--- src/rtl/dag_pkg.sv ---
package dag_pkg;
  localparam int unsigned FIELD_W = 8;
  localparam int unsigned PAGE_W  = 4;
  localparam int unsigned ADDR_W  = FIELD_W + PAGE_W;
  localparam int unsigned SLOT_W  = 3;

  typedef enum logic [SLOT_W-1:0] {
    MODE_PLAIN   = 3'd0,
    MODE_POSTDEC = 3'd1,
    MODE_POSTINC = 3'd2,
    MODE_PREINC  = 3'd3,
    MODE_WOFF    = 3'd4
  } ind_mode_e;
endpackage

--- src/rtl/dag_direct.sv ---
module dag_direct
  import dag_pkg::*;
(
  input  logic [PAGE_W-1:0]  page_i,
  input  logic               use_page_i,
  input  logic [FIELD_W-1:0] field_i,
  output logic [ADDR_W-1:0]  addr_o
);
  always_comb begin
    if (use_page_i) addr_o = {page_i, field_i};
    else            addr_o = {{PAGE_W{field_i[FIELD_W-1]}}, field_i};
  end
endmodule

--- src/rtl/dag_alias_dec.sv ---
module dag_alias_dec
  import dag_pkg::*;
#(
  parameter int unsigned        NPTR       = 3,
  parameter logic [ADDR_W-1:0]  ALIAS_BASE = 12'hFD0,
  localparam int unsigned       IW         = (NPTR > 1) ? $clog2(NPTR) : 1
) (
  input  logic [ADDR_W-1:0] addr_i,
  output logic              hit_o,
  output logic [IW-1:0]     idx_o,
  output ind_mode_e         mode_o
);
  localparam logic [ADDR_W-1:0] SPAN = ADDR_W'(NPTR << SLOT_W);

  logic [ADDR_W-1:0] off;
  logic              in_rng;

  always_comb begin
    off    = addr_i - ALIAS_BASE;
    in_rng = (addr_i >= ALIAS_BASE) && (off < SPAN);
    idx_o  = off[SLOT_W +: IW];
    mode_o = ind_mode_e'(off[SLOT_W-1:0]);
    hit_o  = in_rng && (off[SLOT_W-1:0] <= 3'd4);
  end
endmodule

--- src/rtl/dag_ptr_file.sv ---
module dag_ptr_file
  import dag_pkg::*;
#(
  parameter int unsigned  NPTR = 3,
  localparam int unsigned IW   = (NPTR > 1) ? $clog2(NPTR) : 1
) (
  input  logic                   clk_i,
  input  logic                   rst_ni,
  input  logic                   ld_valid_i,
  input  logic [IW-1:0]          ld_sel_i,
  input  logic [ADDR_W-1:0]      ld_lit_i,
  input  logic                   bw_valid_i,
  input  logic [IW-1:0]          bw_sel_i,
  input  logic                   bw_hi_i,
  input  logic [FIELD_W-1:0]     bw_data_i,
  input  logic                   upd_valid_i,
  input  logic [IW-1:0]          upd_sel_i,
  input  logic [ADDR_W-1:0]      upd_val_i,
  input  logic [IW-1:0]          rd_sel_i,
  input  logic                   rd_hi_i,
  output logic [FIELD_W-1:0]     rd_byte_o,
  output logic [NPTR*ADDR_W-1:0] ptr_flat_o
);
  for (genvar g = 0; g < NPTR; g++) begin : g_ptr
    logic [ADDR_W-1:0] ptr_q;
    always_ff @(posedge clk_i or negedge rst_ni) begin
      if (!rst_ni) begin
        ptr_q <= '0;
      end else if (ld_valid_i && ld_sel_i == IW'(g)) begin
        ptr_q <= ld_lit_i;
      end else if (bw_valid_i && bw_sel_i == IW'(g)) begin
        if (bw_hi_i) ptr_q[ADDR_W-1:FIELD_W] <= bw_data_i[PAGE_W-1:0];
        else         ptr_q[FIELD_W-1:0]      <= bw_data_i;
      end else if (upd_valid_i && upd_sel_i == IW'(g)) begin
        ptr_q <= upd_val_i;
      end
    end
    assign ptr_flat_o[g*ADDR_W +: ADDR_W] = ptr_q;
  end

  logic [ADDR_W-1:0] rd_ptr;
  always_comb begin
    rd_ptr = '0;
    if (int'(rd_sel_i) < NPTR) rd_ptr = ptr_flat_o[int'(rd_sel_i)*ADDR_W +: ADDR_W];
    rd_byte_o = rd_hi_i ? FIELD_W'(rd_ptr[ADDR_W-1:FIELD_W]) : rd_ptr[FIELD_W-1:0];
  end
endmodule

--- src/rtl/dag_top.sv ---
module dag_top
  import dag_pkg::*;
#(
  parameter int unsigned        NPTR       = 3,
  parameter logic [ADDR_W-1:0]  ALIAS_BASE = 12'hFD0,
  localparam int unsigned       IW         = (NPTR > 1) ? $clog2(NPTR) : 1
) (
  input  logic               clk_i,
  input  logic               rst_ni,
  input  logic               bank_we_i,
  input  logic [PAGE_W-1:0]  bank_wdata_i,
  input  logic               acc_valid_i,
  input  logic               acc_bank_i,
  input  logic [FIELD_W-1:0] acc_field_i,
  input  logic               acc_write_i,
  input  logic [FIELD_W-1:0] w_i,
  input  logic               ld_valid_i,
  input  logic [IW-1:0]      ld_sel_i,
  input  logic [ADDR_W-1:0]  ld_lit_i,
  input  logic               bw_valid_i,
  input  logic [IW-1:0]      bw_sel_i,
  input  logic               bw_hi_i,
  input  logic [FIELD_W-1:0] bw_data_i,
  input  logic [IW-1:0]      rd_sel_i,
  input  logic               rd_hi_i,
  output logic [ADDR_W-1:0]  addr_o,
  output logic               wr_en_o,
  output logic               rd_zero_o,
  output logic [FIELD_W-1:0] ptr_byte_o
);
  logic [PAGE_W-1:0]      page_q;
  logic [ADDR_W-1:0]      dir_addr, cur_ptr, tgt_addr, new_ptr;
  logic [NPTR*ADDR_W-1:0] ptr_flat;
  logic                   alias_hit, tgt_hit, blocked, moves;
  logic [IW-1:0]          alias_idx, tgt_idx;
  ind_mode_e              alias_mode, tgt_mode;

  always_ff @(posedge clk_i or negedge rst_ni) begin
    if (!rst_ni)        page_q <= '0;
    else if (bank_we_i) page_q <= bank_wdata_i;
  end

  dag_direct u_direct (
    .page_i     (page_q),
    .use_page_i (acc_bank_i),
    .field_i    (acc_field_i),
    .addr_o     (dir_addr)
  );

  dag_alias_dec #(.NPTR(NPTR), .ALIAS_BASE(ALIAS_BASE)) u_dec_src (
    .addr_i (dir_addr),
    .hit_o  (alias_hit),
    .idx_o  (alias_idx),
    .mode_o (alias_mode)
  );

  always_comb begin
    cur_ptr = '0;
    if (int'(alias_idx) < NPTR) cur_ptr = ptr_flat[int'(alias_idx)*ADDR_W +: ADDR_W];
    tgt_addr = cur_ptr;
    new_ptr  = cur_ptr;
    moves    = 1'b0;
    unique case (alias_mode)
      MODE_POSTDEC: begin new_ptr = cur_ptr - ADDR_W'(1); moves = 1'b1; end
      MODE_POSTINC: begin new_ptr = cur_ptr + ADDR_W'(1); moves = 1'b1; end
      MODE_PREINC: begin
        new_ptr  = cur_ptr + ADDR_W'(1);
        tgt_addr = new_ptr;
        moves    = 1'b1;
      end
      MODE_WOFF: tgt_addr = cur_ptr + ADDR_W'(w_i);
      default: ;
    endcase
  end

  // second decode catches a pointer that aims back into the alias window
  dag_alias_dec #(.NPTR(NPTR), .ALIAS_BASE(ALIAS_BASE)) u_dec_tgt (
    .addr_i (tgt_addr),
    .hit_o  (tgt_hit),
    .idx_o  (tgt_idx),
    .mode_o (tgt_mode)
  );

  logic tgt_unused;
  assign tgt_unused = ^{tgt_idx, tgt_mode};

  assign blocked   = alias_hit && tgt_hit;
  assign addr_o    = alias_hit ? tgt_addr : dir_addr;
  assign rd_zero_o = acc_valid_i && blocked;
  assign wr_en_o   = acc_valid_i && acc_write_i && !blocked;

  dag_ptr_file #(.NPTR(NPTR)) u_ptrs (
    .clk_i       (clk_i),
    .rst_ni      (rst_ni),
    .ld_valid_i  (ld_valid_i),
    .ld_sel_i    (ld_sel_i),
    .ld_lit_i    (ld_lit_i),
    .bw_valid_i  (bw_valid_i),
    .bw_sel_i    (bw_sel_i),
    .bw_hi_i     (bw_hi_i),
    .bw_data_i   (bw_data_i),
    .upd_valid_i (acc_valid_i && alias_hit && !blocked && moves),
    .upd_sel_i   (alias_idx),
    .upd_val_i   (new_ptr),
    .rd_sel_i    (rd_sel_i),
    .rd_hi_i     (rd_hi_i),
    .rd_byte_o   (ptr_byte_o),
    .ptr_flat_o  (ptr_flat)
  );
endmodule

--- config.mk ---
export PLATFORM = sky130hd
export DESIGN_NAME = dag_top
export DESIGN_NICKNAME = d
export VERILOG_FILES = /design/src/rtl/dag_pkg.sv /design/src/rtl/dag_direct.sv /design/src/rtl/dag_alias_dec.sv /design/src/rtl/dag_ptr_file.sv /design/src/rtl/dag_top.sv
export SDC_FILE = /design/constraint.sdc
export NUM_CORES = 1
export LEC_CHECK = 0
export ABC_CLOCK_PERIOD_IN_PS = 9200
export BUFFER_PORTS_ARGS = -buffer_cell sky130_fd_sc_hd__buf_2
export CORE_UTILIZATION = 60
export CTS_CLUSTER_SIZE = 24
export DETAILED_ROUTE_END_ITERATION = 7
export PLACE_DENSITY = 0.84
export SYNTH_ARGS = -nofsm -noshare
export SYNTH_HDL_FRONTEND = slang
export SYNTH_HIERARCHICAL = 1
export SYNTH_SLANG_ARGS = --single-unit
--- constraint.sdc ---
create_clock -name clk_i -period 9.2 [get_ports clk_i]
set_input_delay 0 -clock clk_i [delete_from_list [all_inputs] [get_ports clk_i]]
set_output_delay 0 -clock clk_i [all_outputs]
set_load 0.02 [all_outputs]
==> impl_metrics.toml <==
[setup_path]
r2r_slack_ns = 3.30
crit_type = "primary input to flip-flop"
critPathMostFrequentCell = "inv_1"
path_buf_inv = 4
endpoint = "u_ptrs/g_ptr[1].ptr_q[7]"
reg2regPathDepth = 17
end_kind = "flip-flop"
path_cells = "buf_2 > inv_1 > nor2b_2 > a2bb2oi_1 > inv_1 > ha_1 > a211oi_1 > o21bai_1 > maj3_1 > xnor2_1 > o21ai_0 > inv_1 > ha_1 > nand4_1 > nor4b_2 > nor4_1 > nand3b_1 > o211a_1 > o31ai_1"
crit_required_ns = 9.40
regToRegStartpoint = "u_ptrs/g_ptr[2].ptr_q[1]"
startpoint = "acc_field_i[4]"
timing.rr.end = "u_ptrs/g_ptr[1].ptr_q[7]"
worstSetupStartpointType = "primary input"
crit_arrival_ns = 6.31
cp.depth = 19
critPathMaxStageDelay_ns = 0.74
crit_slowest_cell = "a2bb2oi_1"
crit_family = "compound AO/OA/AOI/OAI gates"
path_max_fanout = 18

[placed_design]
numPlacedInstances = 697
gp_congestion = 1.00
dp_hpwl_um = 12100
detailed_place.area_um2 = 5090
port_buffers = 77

[die]
ios = 78
core_area_um2 = 7770
core.rowCount = 32
initial_core_util_pct = 62.6
die_w_um = 92.0
die_h_um = 92.0
design.die.area_um2 = 8470

[clocking]
cts_resized = 0
clk_latency_ns = 0.30
cts_hold_buf = 9
post_cts_buffers = 0
cts-root-buf = "clkbuf_8"
htree_levels = 2
clock_sinks = 40
clock_path_buffers = 2
clk_pin_slew_ns = 0.07
cts_tree = "done"
cts_buffers = 5

[routing]
vias = 5223
drtIter0Drc = 711
wl_per_cell_um = 22.4
drtAntennaViolNets = 0
drc = 0
firstDrtPassIters = 6
drt-total-wl_um = 16000
viasPerCell = 7.32

[pwr]
ir_drop_v = 0.0000630
p_seq_share_pct = 32.0
power_density_nw_per_um2 = 162
leakagePower_nw = 2.26
p_switching_w = 0.000379
pwr-share-comb_pct = 50.2
pwr-share-clk_pct = 17.9
power.share.switching_pct = 44.2
power_w = 0.000857
p_int_w = 0.000478

[sta]
final.setup_skew_ns = 0.0109
slew_headroom_pct = 26.4
worst_hold_slack_ns = 0.0132
fin_tns_setup_ns = 0
hold_viol = 0
clock.fmax_mhz = 164
period_share_pct = 66.4
rsz0062_at_grt = "false"
worst_pin_slew_ns = 1.08
fin_crit_ns = 6.11
finalSetupViolations = 0
slew_violations = 0

[layout]
diodes = 0
final_area_um2 = 5300
syn_to_final_growth_pct = 9.09
fin_nets = 681
drive_gt1_share_pct = 20.8
instances_no_fill = 714
nFillCells = 678

[yosys]
syn_inst = 576
ys_warn_count = 6
syn_area_um2 = 4860
syn_area_per_cell_um2 = 8.44
synth_nets = 646

[global_routing]
gr-usage-met1_pct = 55.2
met3_usage_pct = 4.98
grt_usage_pct = 37.5
antenna_found_initial = 0
grt_use_met2_pct = 56.3
grt_pass1_wl_um = 24700
grt_pass1_vias = 4616
busiest_layer = "met2"
grt_max_degree = 41
grt_overflow_total = 0

[flow_run]
drv_cap = 0

[run_status]
status = "finished clean"

[min_path]
min_from = "bank_we_i"
hp-class = "primary input to flip-flop"
[registers in the layout, summed over array words and instances (netlist names)]
| register | count |
|---|---|
| page_q | 4 |
| u_ptrs/g_ptr.ptr_q | 36 |
[layout make-up]
class	instances	area [um2]	share of cell area, %
tap	102	128	2.41
clock inverter	2	38.8	0.731
inverter	16	60.1	1.13
clock buffer	6	82.6	1.56
sequential	40	1000	18.9
multi-input combinational	459	3490	65.9
timing repair buffer	89	498	9.39
[layout by cell type, fill, tap and decap left out, types with 4 or more instances in the layout]
cell type and n:
ha_1 13, o21ai_0 13, nand2_1 32, nand3b_1 9, buf_2 77, mux2i_1 26
a31oi_1 5, mux4_2 4, o22ai_1 5, mux2_2 14, clkbuf_8 6, xnor2_1 11
o31ai_1 32, a21oi_1 18, o211a_1 5, nor4bb_1 4, inv_1 15, a21o_1 4
nand3_1 5, dlygate4sd3_1 9, dfrtp_1 40, a211oi_1 35, xor2_1 8, and4b_1 16
o2bb2ai_1 5, o2111ai_1 36, and2_1 6, nor2_1 60, or3_1 5, and3b_1 4
nand4b_1 4, a22oi_1 4, nor3_1 8, nand4_1 6
[per-layer routing]
metal | wire length [um] | share of wire, % | vias up
li1 | - | - | 2327
met1 | 6560 | 41 | 2452
met2 | 7140 | 45 | 387
met3 | 1850 | 12 | 57
met4 | 458 | 2.9 | 0
met5 | 0 | 0 | -
[per-stage QoR]
step                utilization [%]  setup WS [ns]
floorplan                         -           4.14
global placement               65.5           3.36
detailed placement             65.5           2.98
CTS                            68.3           3.28
global route                   68.3           2.65
finish                         68.3           3.09
[power groups by stage]
stage                     logic (W)  clock network [W]  registers, W
after floorplan            0.000299                  0      0.000249
final                      0.000430           0.000153      0.000274
after global routing       0.000457           0.000161      0.000276
after detailed placement   0.000411                  0      0.000273
after CTS                  0.000415           0.000155      0.000270
after global placement     0.000400                  0      0.000273
[worst register-to-register path: cells and delay by family (launching register included)]
kind | cells | cell delay (ns)
compound gates | 6 | 2.30
flops | 1 | 0.45
mux | 1 | 0.17
fa+ha+maj | 3 | 1.07
buf+inv | 2 | 0.34
xor+xnor | 1 | 0.16
simple gates | 4 | 1.33
[worst min path at each step]
stage | endpoint | slack, ns | depth (start not counted)
final | page_q[0] | 0.01 | 2
after global routing | page_q[1] | 0.02 | 2
after CTS | page_q[0] | 0.007 | 2
after detailed placement | page_q[3] | 0.17 | 1
after global placement | page_q[0] | 0.16 | 1
after floorplan | page_q[0] | -0.30 | 0
Note: power is estimated with default switching activity, not from simulation.
